--- src/rtl/i2c_ptr_pkg.sv ---
package i2c_ptr_pkg;
  typedef enum logic [2:0] {
    ST_IDLE, ST_RX, ST_RX_ACK, ST_TX, ST_TX_ACK, ST_SKIP
  } state_e;

  typedef enum logic [1:0] {PH_ADDR, PH_PTR, PH_DATA} phase_e;

  localparam logic [7:0] PTR_TEMP = 8'd0;
  localparam logic [7:0] PTR_CFG  = 8'd1;
  localparam logic [7:0] PTR_HYST = 8'd2;
  localparam logic [7:0] PTR_OS   = 8'd3;
endpackage

--- src/rtl/i2c_ptr_sync.sv ---
module i2c_ptr_sync #(
  parameter int STAGES = 2
) (
  input  logic clk_i,
  input  logic rst_ni,
  input  logic scl_i,
  input  logic sda_i,
  output logic scl_o,
  output logic sda_o,
  output logic scl_rise_o,
  output logic scl_fall_o,
  output logic start_o,
  output logic stop_o
);
  logic [STAGES-1:0] scl_q, sda_q;
  logic scl_d, sda_d;

  always_ff @(posedge clk_i or negedge rst_ni) begin
    if (!rst_ni) begin
      scl_q <= '1;
      sda_q <= '1;
      scl_d <= 1'b1;
      sda_d <= 1'b1;
    end else begin
      scl_q <= {scl_q[STAGES-2:0], scl_i};
      sda_q <= {sda_q[STAGES-2:0], sda_i};
      scl_d <= scl_q[STAGES-1];
      sda_d <= sda_q[STAGES-1];
    end
  end

  assign scl_o      = scl_q[STAGES-1];
  assign sda_o      = sda_q[STAGES-1];
  assign scl_rise_o = scl_o & ~scl_d;
  assign scl_fall_o = ~scl_o & scl_d;
  // SDA edges with SCL steady high
  assign start_o    = scl_o & scl_d & sda_d & ~sda_o;
  assign stop_o     = scl_o & scl_d & ~sda_d & sda_o;
endmodule

--- src/rtl/i2c_ptr_regs.sv ---
module i2c_ptr_regs
  import i2c_ptr_pkg::*;
#(
  parameter logic [7:0]  CFG_RESET  = 8'h00,
  parameter logic [15:0] HYST_RESET = 16'h4B00,
  parameter logic [15:0] OS_RESET   = 16'h5000
) (
  input  logic        clk_i,
  input  logic        rst_ni,
  input  logic        wr_valid_i,
  input  logic [1:0]  wr_idx_i,
  input  logic [7:0]  ptr_i,
  input  logic [7:0]  wr_byte_i,
  input  logic [15:0] temp_i,
  output logic [7:0]  cfg_o,
  output logic [15:0] hyst_o,
  output logic [15:0] os_o,
  output logic [15:0] rd_word_o,
  output logic        rd_single_o
);
  logic [7:0] msb_q;

  always_ff @(posedge clk_i or negedge rst_ni) begin
    if (!rst_ni) begin
      msb_q  <= '0;
      cfg_o  <= CFG_RESET;
      hyst_o <= HYST_RESET;
      os_o   <= OS_RESET;
    end else if (wr_valid_i) begin
      if (wr_idx_i == 2'd0) msb_q <= wr_byte_i;
      case (ptr_i)
        PTR_CFG:  if (wr_idx_i == 2'd0) cfg_o  <= wr_byte_i;
        PTR_HYST: if (wr_idx_i == 2'd1) hyst_o <= {msb_q, wr_byte_i};
        PTR_OS:   if (wr_idx_i == 2'd1) os_o   <= {msb_q, wr_byte_i};
        default: ;
      endcase
    end
  end

  always_comb begin
    rd_single_o = (ptr_i == PTR_CFG);
    case (ptr_i)
      PTR_TEMP: rd_word_o = temp_i;
      PTR_CFG:  rd_word_o = {cfg_o, 8'h00};
      PTR_HYST: rd_word_o = hyst_o;
      PTR_OS:   rd_word_o = os_o;
      default:  rd_word_o = '0;
    endcase
  end
endmodule

--- src/rtl/i2c_ptr_slave.sv ---
module i2c_ptr_slave
  import i2c_ptr_pkg::*;
#(
  parameter logic [3:0]  BASE_ADDR   = 4'b1001,
  parameter int          SYNC_STAGES = 2,
  parameter logic [7:0]  CFG_RESET   = 8'h00,
  parameter logic [15:0] HYST_RESET  = 16'h4B00,
  parameter logic [15:0] OS_RESET    = 16'h5000
) (
  input  logic        clk_i,
  input  logic        rst_ni,
  input  logic        scl_i,
  input  logic        sda_i,
  output logic        sda_o,
  output logic        sda_oe_o,
  input  logic [2:0]  addr_pins_i,
  input  logic [15:0] temp_i,
  output logic [7:0]  cfg_o,
  output logic [15:0] hyst_o,
  output logic [15:0] os_o,
  output logic        rd_strobe_o
);
  localparam logic [6:0] DEV_HI = {BASE_ADDR, 3'b000};

  logic scl_s, sda_s, scl_rise, scl_fall, start_det, stop_det;

  state_e      state_q;
  phase_e      phase_q;
  logic [3:0]  bit_cnt_q;
  logic [7:0]  sh_q, ptr_q;
  logic [1:0]  idx_q;
  logic        rw_q, tx_single_q, tx_lsb_q, ack_q, oe_q, strobe_q;
  logic [15:0] tx_word_q, rd_word;
  logic        rd_single, byte_end, addr_hit, wr_valid, last_byte;

  i2c_ptr_sync #(.STAGES(SYNC_STAGES)) sync_i (
    .clk_i, .rst_ni, .scl_i, .sda_i,
    .scl_o(scl_s), .sda_o(sda_s), .scl_rise_o(scl_rise),
    .scl_fall_o(scl_fall), .start_o(start_det), .stop_o(stop_det)
  );

  assign byte_end  = (state_q == ST_RX) && scl_fall && (bit_cnt_q == 4'd8);
  assign addr_hit  = sh_q[7:1] == (DEV_HI | {4'b0000, addr_pins_i});
  assign wr_valid  = byte_end && (phase_q == PH_DATA);
  assign last_byte = tx_single_q | tx_lsb_q;

  i2c_ptr_regs #(
    .CFG_RESET(CFG_RESET), .HYST_RESET(HYST_RESET), .OS_RESET(OS_RESET)
  ) regs_i (
    .clk_i, .rst_ni,
    .wr_valid_i(wr_valid), .wr_idx_i(idx_q), .ptr_i(ptr_q),
    .wr_byte_i(sh_q), .temp_i,
    .cfg_o, .hyst_o, .os_o,
    .rd_word_o(rd_word), .rd_single_o(rd_single)
  );

  always_ff @(posedge clk_i or negedge rst_ni) begin
    if (!rst_ni) begin
      state_q     <= ST_IDLE;
      phase_q     <= PH_ADDR;
      bit_cnt_q   <= '0;
      sh_q        <= '0;
      ptr_q       <= PTR_TEMP;
      idx_q       <= '0;
      rw_q        <= 1'b0;
      tx_word_q   <= '0;
      tx_single_q <= 1'b0;
      tx_lsb_q    <= 1'b0;
      ack_q       <= 1'b0;
      oe_q        <= 1'b0;
      strobe_q    <= 1'b0;
    end else begin
      strobe_q <= 1'b0;
      if (stop_det) begin
        state_q <= ST_IDLE;
        oe_q    <= 1'b0;
      end else if (start_det) begin
        state_q   <= ST_RX;
        phase_q   <= PH_ADDR;
        bit_cnt_q <= '0;
        oe_q      <= 1'b0;
      end else begin
        case (state_q)
          ST_RX: begin
            if (scl_rise && bit_cnt_q < 4'd8) begin
              sh_q      <= {sh_q[6:0], sda_s};
              bit_cnt_q <= bit_cnt_q + 4'd1;
            end else if (byte_end) begin
              case (phase_q)
                PH_ADDR: begin
                  if (addr_hit) begin
                    rw_q        <= sh_q[0];
                    oe_q        <= 1'b1;
                    state_q     <= ST_RX_ACK;
                    tx_word_q   <= rd_word;      // snapshot for coherent MSB/LSB
                    tx_single_q <= rd_single;
                  end else begin
                    state_q <= ST_SKIP;
                  end
                end
                PH_PTR: begin
                  ptr_q   <= sh_q;
                  idx_q   <= '0;
                  oe_q    <= 1'b1;
                  state_q <= ST_RX_ACK;
                end
                default: begin
                  if (idx_q != 2'd2) idx_q <= idx_q + 2'd1;
                  oe_q    <= 1'b1;
                  state_q <= ST_RX_ACK;
                end
              endcase
            end
          end
          ST_RX_ACK: begin
            if (scl_fall) begin
              bit_cnt_q <= '0;
              if (phase_q == PH_ADDR && rw_q) begin
                state_q  <= ST_TX;
                sh_q     <= tx_word_q[15:8];
                oe_q     <= ~tx_word_q[15];
                tx_lsb_q <= 1'b0;
              end else begin
                oe_q    <= 1'b0;
                state_q <= ST_RX;
                phase_q <= (phase_q == PH_ADDR) ? PH_PTR : PH_DATA;
              end
            end
          end
          ST_TX: begin
            if (scl_rise) begin
              bit_cnt_q <= bit_cnt_q + 4'd1;
            end else if (scl_fall) begin
              if (bit_cnt_q == 4'd8) begin
                oe_q    <= 1'b0;
                state_q <= ST_TX_ACK;
              end else begin
                sh_q <= {sh_q[6:0], 1'b0};
                oe_q <= ~sh_q[6];
              end
            end
          end
          ST_TX_ACK: begin
            if (scl_rise) begin
              ack_q <= ~sda_s;
              if (last_byte) strobe_q <= 1'b1;
            end else if (scl_fall) begin
              if (ack_q && !last_byte) begin
                sh_q      <= tx_word_q[7:0];
                oe_q      <= ~tx_word_q[7];
                tx_lsb_q  <= 1'b1;
                bit_cnt_q <= '0;
                state_q   <= ST_TX;
              end else begin
                state_q <= ST_SKIP;
              end
            end
          end
          default: ;
        endcase
      end
    end
  end

  assign sda_o       = 1'b0;
  assign sda_oe_o    = oe_q;
  assign rd_strobe_o = strobe_q;
endmodule

--- config.mk ---
export PLATFORM = sky130hd
export DESIGN_NAME = i2c_ptr_slave
export DESIGN_NICKNAME = d
export VERILOG_FILES = /design/src/rtl/i2c_ptr_pkg.sv /design/src/rtl/i2c_ptr_sync.sv /design/src/rtl/i2c_ptr_regs.sv /design/src/rtl/i2c_ptr_slave.sv
export SDC_FILE = /design/constraint.sdc
export NUM_CORES = 1
export LEC_CHECK = 0
export BUFFER_PORTS_ARGS = -buffer_cell sky130_fd_sc_hd__clkbuf_2
export CAP_MARGIN = 0
export CORE_MARGIN = 2
export CORE_UTILIZATION = 62
export DETAILED_ROUTE_END_ITERATION = 16
export PLACE_DENSITY = 0.85
export RECOVER_POWER = 100
export SYNTH_ARGS = -nofsm -noshare
export SYNTH_HDL_FRONTEND = slang
export SYNTH_SLANG_ARGS = --single-unit
--- constraint.sdc ---
create_clock -name clk_i -period 4.25 [get_ports clk_i]
set_clock_uncertainty 0.05 [all_clocks]
set_input_delay 0.85 -clock clk_i [delete_from_list [all_inputs] [get_ports clk_i]]
set_output_delay 0.85 -clock clk_i [all_outputs]
set_load 0.02 [all_outputs]
---- Yosys cells after proc, flatten, opt, wreduce, memory -nomap -nowiden ----
Cells that the tools add are included.
Widths: inputs -> output; s select.
word-level totals
  register bits after elaboration ......... 103
  input port bits ......................... 23
  output and inout port bits .............. 43
operators by class
  add/subtract/negate cells ............... 2
  $lt $le $gt $ge ......................... 1
  equality and inequality tests ........... 39
  muxes and demuxes ....................... 67
  bitwise operators ....................... 19
  reduce and logical (&&, ||, !) cells .... 31
operator list
  cell                count
  $mux 8              9
  $pmux 16 s4         1
  $mux 3              13
  $ne 4x4->1 const B  9
  $pmux 8 s4          1
  $mux 4              7
  $mux 1              24
  $ne 2x2->1 const B  10
  $eq 8x2->1 const B  2
  $pmux 4 s4          1
  $reduce_and 8->1    2
  $ne 3x3->1 const B  5
  $mux 2              7
  $reduce_and 7->1    2
  $pmux 3 s4          1
  $reduce_and 12->1   1
  $not 1->1           11
  $reduce_and 10->1   1
  $reduce_and 3->1    3
  $reduce_and 9->1    1
  $eq 8x1->1 const B  1
  $logic_not 8->1     1
  $reduce_and 4->1    2
  $reduce_bool 2->1   4
  other kinds (26)    40

---- Longest topological paths before layout ----
Gate-level depths: netlist of the first run.
  word-level depth ........................ 9
  mapped depth ............................ 9
  depth with buffers taken out ............ 7

---- Modules after synthesis ----
A second synthesis of the first run with hierarchy kept.
second synthesis, totals
  cell total of the unflattened synthesis .. 410
  area, all modules ....................... 5154.9 um^2
modules (own cells, without submodules)
  module         instances  cells an instance  area an instance (um^2)
  i2c_ptr_slave  1          243                2608.8
  i2c_ptr_regs   1          157                2356.0
  i2c_ptr_sync   1          10                 190.2

---- Worst setup path before layout of the first run ----
No wires, ideal clock.
  path kind ............................... input port to flip-flop
  start ................................... input addr_pins_i[0]
  end ..................................... register tx_word_q[13]
  setup time .............................. 0.136 ns
  data arrival time ....................... 2.013 ns
  required time ........................... 4.064 ns
  path slack .............................. 2.051 ns
  stages on the path ...................... 6
  buffers on the path ..................... 1
  cell sequence ........................... xor2_1 -> nor4_1 -> nand3_1 -> clkbuf_1 -> nand2_1 -> o21ai_0
on the way
  word-level cells in the longest chain between the ends .. 2
RTL lines
  element                     RTL line             RTL
  start, declared             i2c_ptr_slave.sv:16  input logic [2:0] addr_pins_i,
  $eq 7x7->1                  i2c_ptr_slave.sv:43  assign addr_hit = sh_q[7:1] == (DEV_HI | {4'b0000, addr_pins_i});
  $reduce_and 7->1 (no line)  --
  end signal, assigned        i2c_ptr_slave.sv:95  tx_word_q <= rd_word;
  end, declared               i2c_ptr_slave.sv:33  logic [15:0] tx_word_q, rd_word;
Every way passes these cells.
A chain may end at the register's enable or synchronous reset.

---- Worst setup path after layout of the first run ----
  start ................................... register ptr_q[7]
  end ..................................... register regs_i.os_o[11]
on the way
  word-level cells in the longest chain between the ends .. 2
RTL lines
  element                     RTL line              RTL
  start, declared             i2c_ptr_slave.sv:30   logic [7:0] sh_q, ptr_q;
  start signal, assigned      i2c_ptr_slave.sv:102  ptr_q <= sh_q;
  $eq 8x2->1                  i2c_ptr_regs.sv:31    case (ptr_i)
  $reduce_and 3->1 (no line)  --
  end signal, assigned        i2c_ptr_regs.sv:34    PTR_OS: if (wr_idx_i == 2'd1) os_o <= {msb_q, wr_byte_i};
  end, declared               i2c_ptr_regs.sv:17    output logic [15:0] os_o,
Every way passes these cells.

==> results of run 1 <==
[report_power, final]
part | switching [W] | total (W) | internal [W]
Sequential | 0.0000625 | 0.00107 | 0.00100
Combinational | 0.0000721 | 0.000136 | 0.0000634
Clock | 0.000359 | 0.000642 | 0.000283
Total | 0.000494 | 0.00184 | 0.00135
[cell usage after synthesis (3+ instances only)]
cell type / n / area, µm²
o22a_1: 7 / 61.31
nand3_1: 15 / 75.07
inv_1: 10 / 37.54
nor3b_1: 3 / 22.52
mux2_2: 64 / 720.7
and3_1: 3 / 18.77
buf_1: 5 / 18.77
nor2b_1: 7 / 43.79
clkbuf_1: 14 / 52.55
buf_2: 6 / 30.03
nand2_1: 43 / 161.4
xor2_1: 4 / 35.03
dfrtp_1: 91 / 2277
a31oi_1: 3 / 18.77
nor4_1: 3 / 18.77
o21ai_0: 34 / 170.2
nor3_1: 3 / 15.01
o22ai_1: 13 / 81.33
mux2i_1: 10 / 100.1
nor2_1: 7 / 26.28
a21o_1: 4 / 30.03
a22o_1: 3 / 26.28
a21oi_1: 11 / 55.05
o211ai_1: 3 / 22.52
ha_1: 5 / 62.56
nand2b_1: 4 / 25.02
dfstp_2: 12 / 315.3
mux4_2: 8 / 180.2
[kinds of logic (layout without fill, tap and decap cells)]
| family | count (synthesis) | in the layout | synth area share |
|---|---|---|---|
| simple gates | 104 | 104 | 0.1148 |
| flops | 103 | 103 | 0.5081 |
| compound gates | 95 | 95 | 0.1197 |
| mux | 84 | 84 | 0.2006 |
| buf+inv | 42 | 97 | 0.03703 |
| fa+ha+maj | 5 | 5 | 0.01226 |
| xor+xnor | 4 | 4 | 0.006865 |
| other cells | 1 | 1 | 0.0007349 |
[worst min path at each step]
stage	from	to	cells past startpoint	slack (ns)
final	sync_i.sda_q[0]	sync_i.sda_q[1]	0	0.32
after global routing	sync_i.sda_q[0]	sync_i.sda_q[1]	0	0.32
after CTS	sync_i.sda_q[0]	sync_i.sda_q[1]	0	0.31
after detailed placement	sync_i.sda_q[0]	sync_i.sda_q[1]	0	0.30
after global placement	sync_i.scl_q[0]	sync_i.scl_q[1]	0	0.30
after floorplan	sync_i.scl_q[0]	sync_i.scl_q[1]	0	0.30
[metal layers]
metal  track usage  part of all wire  wire length, µm  vias up
met2        0.4521              0.49             5727      153
li1              -                 -                -     1691
met5             0                 0                0        -
met3       0.04070             0.061              720       27
met4        0.1316             0.026              301        0
met1        0.3909              0.42             4980     1842
[final cells by class]
class / instances / area, µm²
clock buffer: 10 / 127.6
clock inverter: 6 / 77.57
fill: 634 / 2520
inverter: 12 / 45.04
multi-input combinational: 293 / 2301
sequential: 103 / 2592
tap: 105 / 131.4
timing repair buffer: 69 / 297.8
[stage by stage]
| step | hold WS, ns | util | std cells | cell area [µm²] |
|---|---|---|---|---|
| floorplan | 0.2952 | - | 438 | 5102 |
| global placement | 0.2989 | 0.6735 | 582 | 5450 |
| detailed placement | 0.2968 | 0.6735 | 582 | 5450 |
| CTS | 0.3119 | 0.6988 | 598 | 5655 |
| global route | 0.3221 | 0.6886 | 598 | 5573 |
| finish | 0.3162 | 0.6886 | 598 | 5573 |
[state kept, by name (all words and copies together) (netlist names), 4 cells and up]
name / flops
bit_cnt_q: 4
tx_word_q: 16
sh_q: 8
regs_i.cfg_o: 8
regs_i.hyst_o: 16
ptr_q: 8
regs_i.os_o: 16
regs_i.msb_q: 8
[critical path, cell delays in order, from the launching register on]
cell,delay (ns)
dfrtp_1,0.38
or4_1,0.53
nor3_2,1.02
nand2_4,0.14
nor2_4,0.49
mux2_2,0.40
==> run_results.csv, run 1 <==
group,metric,value,unit
drt,detailroute.via_count,3713,
clock_network,hold_buffers,0,
clock_network,cts.repair.resized,0,
synth,synth_seq_cells,103,
global_routing,grtUsageTotal,0.2845,
critical_path,cp.required,4.46,ns
layout,drive_above_1_share,0.2637,
power,finalPower,0.001843,W
clock_network,numClockSinks,103,
critical_path,rr_startpoint,"ptr_q[7]",
place,pre_cts_slack,1.502,ns
clock_network,cts.root.buffer_cell,"clkbuf_8",
synth,ys.flop_type,"dfrtp_1",
critical_path,regToRegSetupSlack,1.12,ns
power,ir_worst_vdd,0.2405,mV
critical_path,endpoint,"regs_i.os_o[11]",
global_routing,first_global_vias,3770,
die,die-area,8971,µm²
synth,synthDistinctLibCells,62,
clock_network,clkLatencyLatePin,0.37,ns
critical_path,path_class,"reg2reg",
global_routing,grt_start_max_net_pins,43,
drt,via_per_inst,6.209,
global_routing,grt_overflow,0,
critical_path,worstPathArrival,3.34,ns
timing,rsz0062_at_grt,"no",
drt,wl_per_cell,19.62,µm
synth,syn_inst,438,
timing,drv_slew,30,
place,io_buffers,64,
die,rows,33,
drt,drtPass1Iterations,4,
clock_network,cts_made_buffers,9,
hold_path,hp-class,"reg2reg",
critical_path,critPathLaunch,"ptr_q[7]",
global_routing,antenna_found_initial,0,
synth,seq_area_frac_synth,0.5081,
timing,fmax,319.7,MHz
critical_path,endpoint_kind,"register",
clock_network,cts-htree-levels,3,
global_routing,grt_pass1_wl,19.18,mm
synth,avgSynthCellArea,11.65,µm²
timing,finalSetupViolCount,0,
run_status,status,"finished, violations left",
run_status,failed_checks,"max-capacitance violations, max-slew violations",
layout,syn_to_final_growth,9.220,%
die,ios,66,
critical_path,r2r_end,"regs_i.os_o[11]",
drt,drtIter0Drc,282,
die,core_area,8093,µm²
synth,netlist_area,5102,µm²
layout,mostFrequentLayoutCells,"91 x dfrtp_1, 64 x mux2_2, 45 x clkbuf_1",
critical_path,worst-path-max-fanout,19,
drt,drc_errors,0,
die,fp.dieH,94.72,µm
place,place.gp.congestion,0.9656,
timing,finalCritPeriodShare,0.7360,
timing,finalWorstSetupSlack,1.122,ns
clock_network,cts.path.max_buffers,2,
clock_network,tritoncts,"yes",
die,initial_core_util,0.6305,
clock_network,postCtsSetupBuffers,0,
place,place_hpwl,8.126,mm
drt,wirelength,11.73,mm
timing,tightest_slew,1.586,ns
power,power.density,330.8,nW/µm²
timing,relSlewSlack,-0.05759,
critical_path,r2r_cells,5,
timing,min_period,3.128,ns
synth,yosys_warnings,0,
layout,layout.nets,516,
layout,layout_commonest_cell,"dfrtp_1",
run,maxCapViolCount,1,
clock_network,clk_pin_slew,0.10,ns
layout,n_antenna_cell,0,
drt,postRouteAntennaNets,0,
power,p_leak,2.545,nW
timing,hold_violations,0,
die,die_x,94.72,µm
critical_path,start_kind,"register",
synth,syn_nets,466,
timing,final.setup.tns,0,ns
synth,synth_edf_count,0,
synth,synth_async_sr_flop_share,1.000,
Note: power is estimated with default switching activity, not from simulation.
==> inputs of run 2 (changes only) <==
--- a/config.mk
+++ b/config.mk
@@ -5,12 +5,13 @@
 export SDC_FILE = /design/constraint.sdc
 export NUM_CORES = 1
 export LEC_CHECK = 0
+export ABC_AREA = 1
 export BUFFER_PORTS_ARGS = -buffer_cell sky130_fd_sc_hd__clkbuf_2
 export CAP_MARGIN = 0
 export CORE_MARGIN = 2
-export CORE_UTILIZATION = 62
+export CORE_UTILIZATION = 58
 export DETAILED_ROUTE_END_ITERATION = 16
-export PLACE_DENSITY = 0.85
+export PLACE_DENSITY = 0.8
 export RECOVER_POWER = 100
 export SYNTH_ARGS = -nofsm -noshare
 export SYNTH_HDL_FRONTEND = slang
==> constraint.sdc (replaced) <==
create_clock -name clk_i -period 3.1 [get_ports clk_i]
set_clock_uncertainty 0.05 [all_clocks]
set_input_delay 0.62 -clock clk_i [delete_from_list [all_inputs] [get_ports clk_i]]
set_output_delay 0.62 -clock clk_i [all_outputs]
set_load 0.02 [all_outputs]
==> run 2 against run 1 <==
Register-to-register slack got worse by 0.63 ns. Die area rose by 11%. Critical endpoint is now bit_cnt_q[0]. The run still ends with max-capacitance violations, max-slew violations left. Critical path depth rose by 4.
==> run_results.csv, run 2 <==
group,metric,value,unit
run_status,status,"finished, violations left",
run_status,failed_checks,"max-capacitance violations, max-slew violations",
clock_network,clk_pin_slew,0.11,ns
timing,fmax,382.7,MHz
synth,synth_top_area_frac,0.4263,
global_routing,grt_start_max_net_pins,69,
global_routing,grt_pass1_wl,21.62,mm
synth,avgSynthCellArea,8.320,µm²
die,fp.dieH,99.97,µm
global_routing,first_global_vias,4498,
drt,wl_per_cell,15.58,µm
synth,synth_async_sr_flop_share,1.000,
clock_network,cts.repair.resized,0,
global_routing,grtUsageTotal,0.2758,
drt,postRouteAntennaNets,0,
timing,final.setup.tns,0,ns
drt,via_per_inst,5.565,
clock_network,tritoncts,"yes",
timing,drv_slew,36,
global_routing,antenna_found_initial,0,
layout,drive_above_1_share,0.1231,
synth,synth.top_cells.by_count,"211 x nand2_1, 91 x dfrtp_1, 59 x nand3_1",
critical_path,regToRegSetupSlack,0.49,ns
layout,layout_commonest_cell,"nand2_1",
synth,synth_seq_cells,103,
critical_path,path_class,"reg2reg",
die,ios,66,
synth,synthDistinctLibCells,38,
clock_network,postCtsSetupBuffers,0,
clock_network,numClockSinks,103,
critical_path,cp.required,3.37,ns
critical_path,start_kind,"register",
clock_network,hold_buffers,0,
global_routing,grt_overflow,0,
hold_path,hp-class,"in2reg",
layout,mostFrequentLayoutCells,"213 x nand2_1, 91 x dfrtp_1, 77 x o21ai_0",
drt,wirelength,12.75,mm
clock_network,clkLatencyLatePin,0.38,ns
critical_path,endpoint_kind,"register",
die,rows,35,
die,die-area,9993,µm²
synth,netlist_area,5341,µm²
drt,detailroute.via_count,4552,
drt,drtIter0Drc,286,
timing,relSlewSlack,-0.3365,
place,io_buffers,64,
synth,ys.flop_type,"dfrtp_1",
synth,syn_nets,670,
run,maxCapViolCount,1,
die,core_area,9065,µm²
power,finalPower,0.003668,W
clock_network,cts.root.buffer_cell,"clkbuf_8",
drt,drtPass1Iterations,5,
synth,yosys.area.top_type,"dfrtp_1",
synth,syn_inst,642,
timing,finalSetupViolCount,0,
die,die_x,99.97,µm
clock_network,cts_made_buffers,9,
layout,layout.nets,730,
clock_network,cts-htree-levels,3,
place,place.gp.congestion,0.8779,
synth,seq_area_frac_synth,0.4854,
clock_network,cts.path.max_buffers,2,
critical_path,worst-path-max-fanout,16,
layout,largestRegisters,"regs_i.hyst_o (16), regs_i.os_o (16), tx_word_q (16)",
timing,rsz0062_at_grt,"no",
timing,tightest_slew,2.005,ns
die,initial_core_util,0.5892,
layout,syn_to_final_growth,6.184,%
critical_path,worstPathArrival,2.88,ns
timing,finalCritPeriodShare,0.8429,
timing,min_period,2.613,ns
synth,yosys_warnings,0,
drt,drc_errors,0,
synth,synth_edf_count,0,
layout,fill_cells,852,
synth,yosysMostFrequentCell,"nand2_1",
layout,n_antenna_cell,0,
synth,synth_area_leaders,"dfrtp_1 43%, nand2_1 15%, o21ai_2 6.6%, dfstp_2 5.9%, nand3_1 5.5%",
place,place_hpwl,9.094,mm
power,p_leak,2.712,nW
timing,hold_violations,0,
power,ir_worst_vdd,0.2634,mV
power,power.density,646.8,nW/µm²
-- run 2: metal layers --
| metal | global-route usage | wire (µm) |
|---|---|---|
| met4 | 0.1212 | 401 |
| met1 | 0.3816 | 5597 |
| met5 | 0 | 0 |
| met2 | 0.4366 | 6010 |
| met3 | 0.04178 | 737 |
-- run 2: critical path, stage by stage, from the launching register on --
cell and delay, ns:
dfrtp_1 0.46, inv_1 0.21, nand3_1 0.60, inv_6 0.37, nand2_4 0.10, nand3_1 0.09, nor2_1 0.08, o21ai_0 0.40
nand2_1 0.11, nand2_1 0.08
-- run 2: kinds of logic after synthesis --
logic type	Yosys count	synth area share
other	1	0.0007021
AOI/OAI and AO/OA	103	0.1300
adders and majority gates	5	0.01171
buffers and inverters	86	0.07613
xor gates and xnor gates	2	0.003280
DFF	103	0.4854
and+or+nand+nor	342	0.2928
-- run 2: power breakdown --
part | switching, W | leakage [nW] | internal (W)
registers | 0.000137 | 1.33 | 0.00148
logic | 0.000834 | 1.28 | 0.000360
clock network | 0.000520 | 0.102 | 0.000336
-- run 2: path summary, 6_finish.rpt --
path	startpoint	endpoint	cells after the start
setup reg to reg	state_q[0]	bit_cnt_q[0]	9
setup / recovery	state_q[0]	bit_cnt_q[0]	9
max in group asynchronous	rst_ni	sync_i.scl_d	2
hold reg to reg	sync_i.scl_q[0]	sync_i.scl_q[1]	0
min in group asynchronous	rst_ni	regs_i.msb_q[7]	1
hold / removal	sda_i	sync_i.sda_q[0]	1
-- run 2: area by class of cell --
class	count	area, µm²	share of cell area
Multi-Input combinational cell	453	2175	0.3834
Inverter	65	249.0	0.04390
Timing Repair Buffer	70	321.6	0.05670
Clock buffer	10	137.6	0.02427
Clock inverter	6	57.56	0.01015
Sequential cell	103	2592	0.4571
Tap cell	111	138.9	0.02449
-- run 2: through the flow --
step	utilization	area, µm²	hold slack (ns)	std cells	setup slack [ns]
after floorplan	-	5341	0.2744	642	1.424
after global routing	0.6257	5672	0.2494	818	0.3383
after CTS	0.6507	5898	0.1494	818	0.8876
after global placement	0.6291	5703	0.2963	802	0.9936
final	0.6257	5672	0.2611	818	0.4871
after detailed placement	0.6291	5703	0.2991	802	0.9147
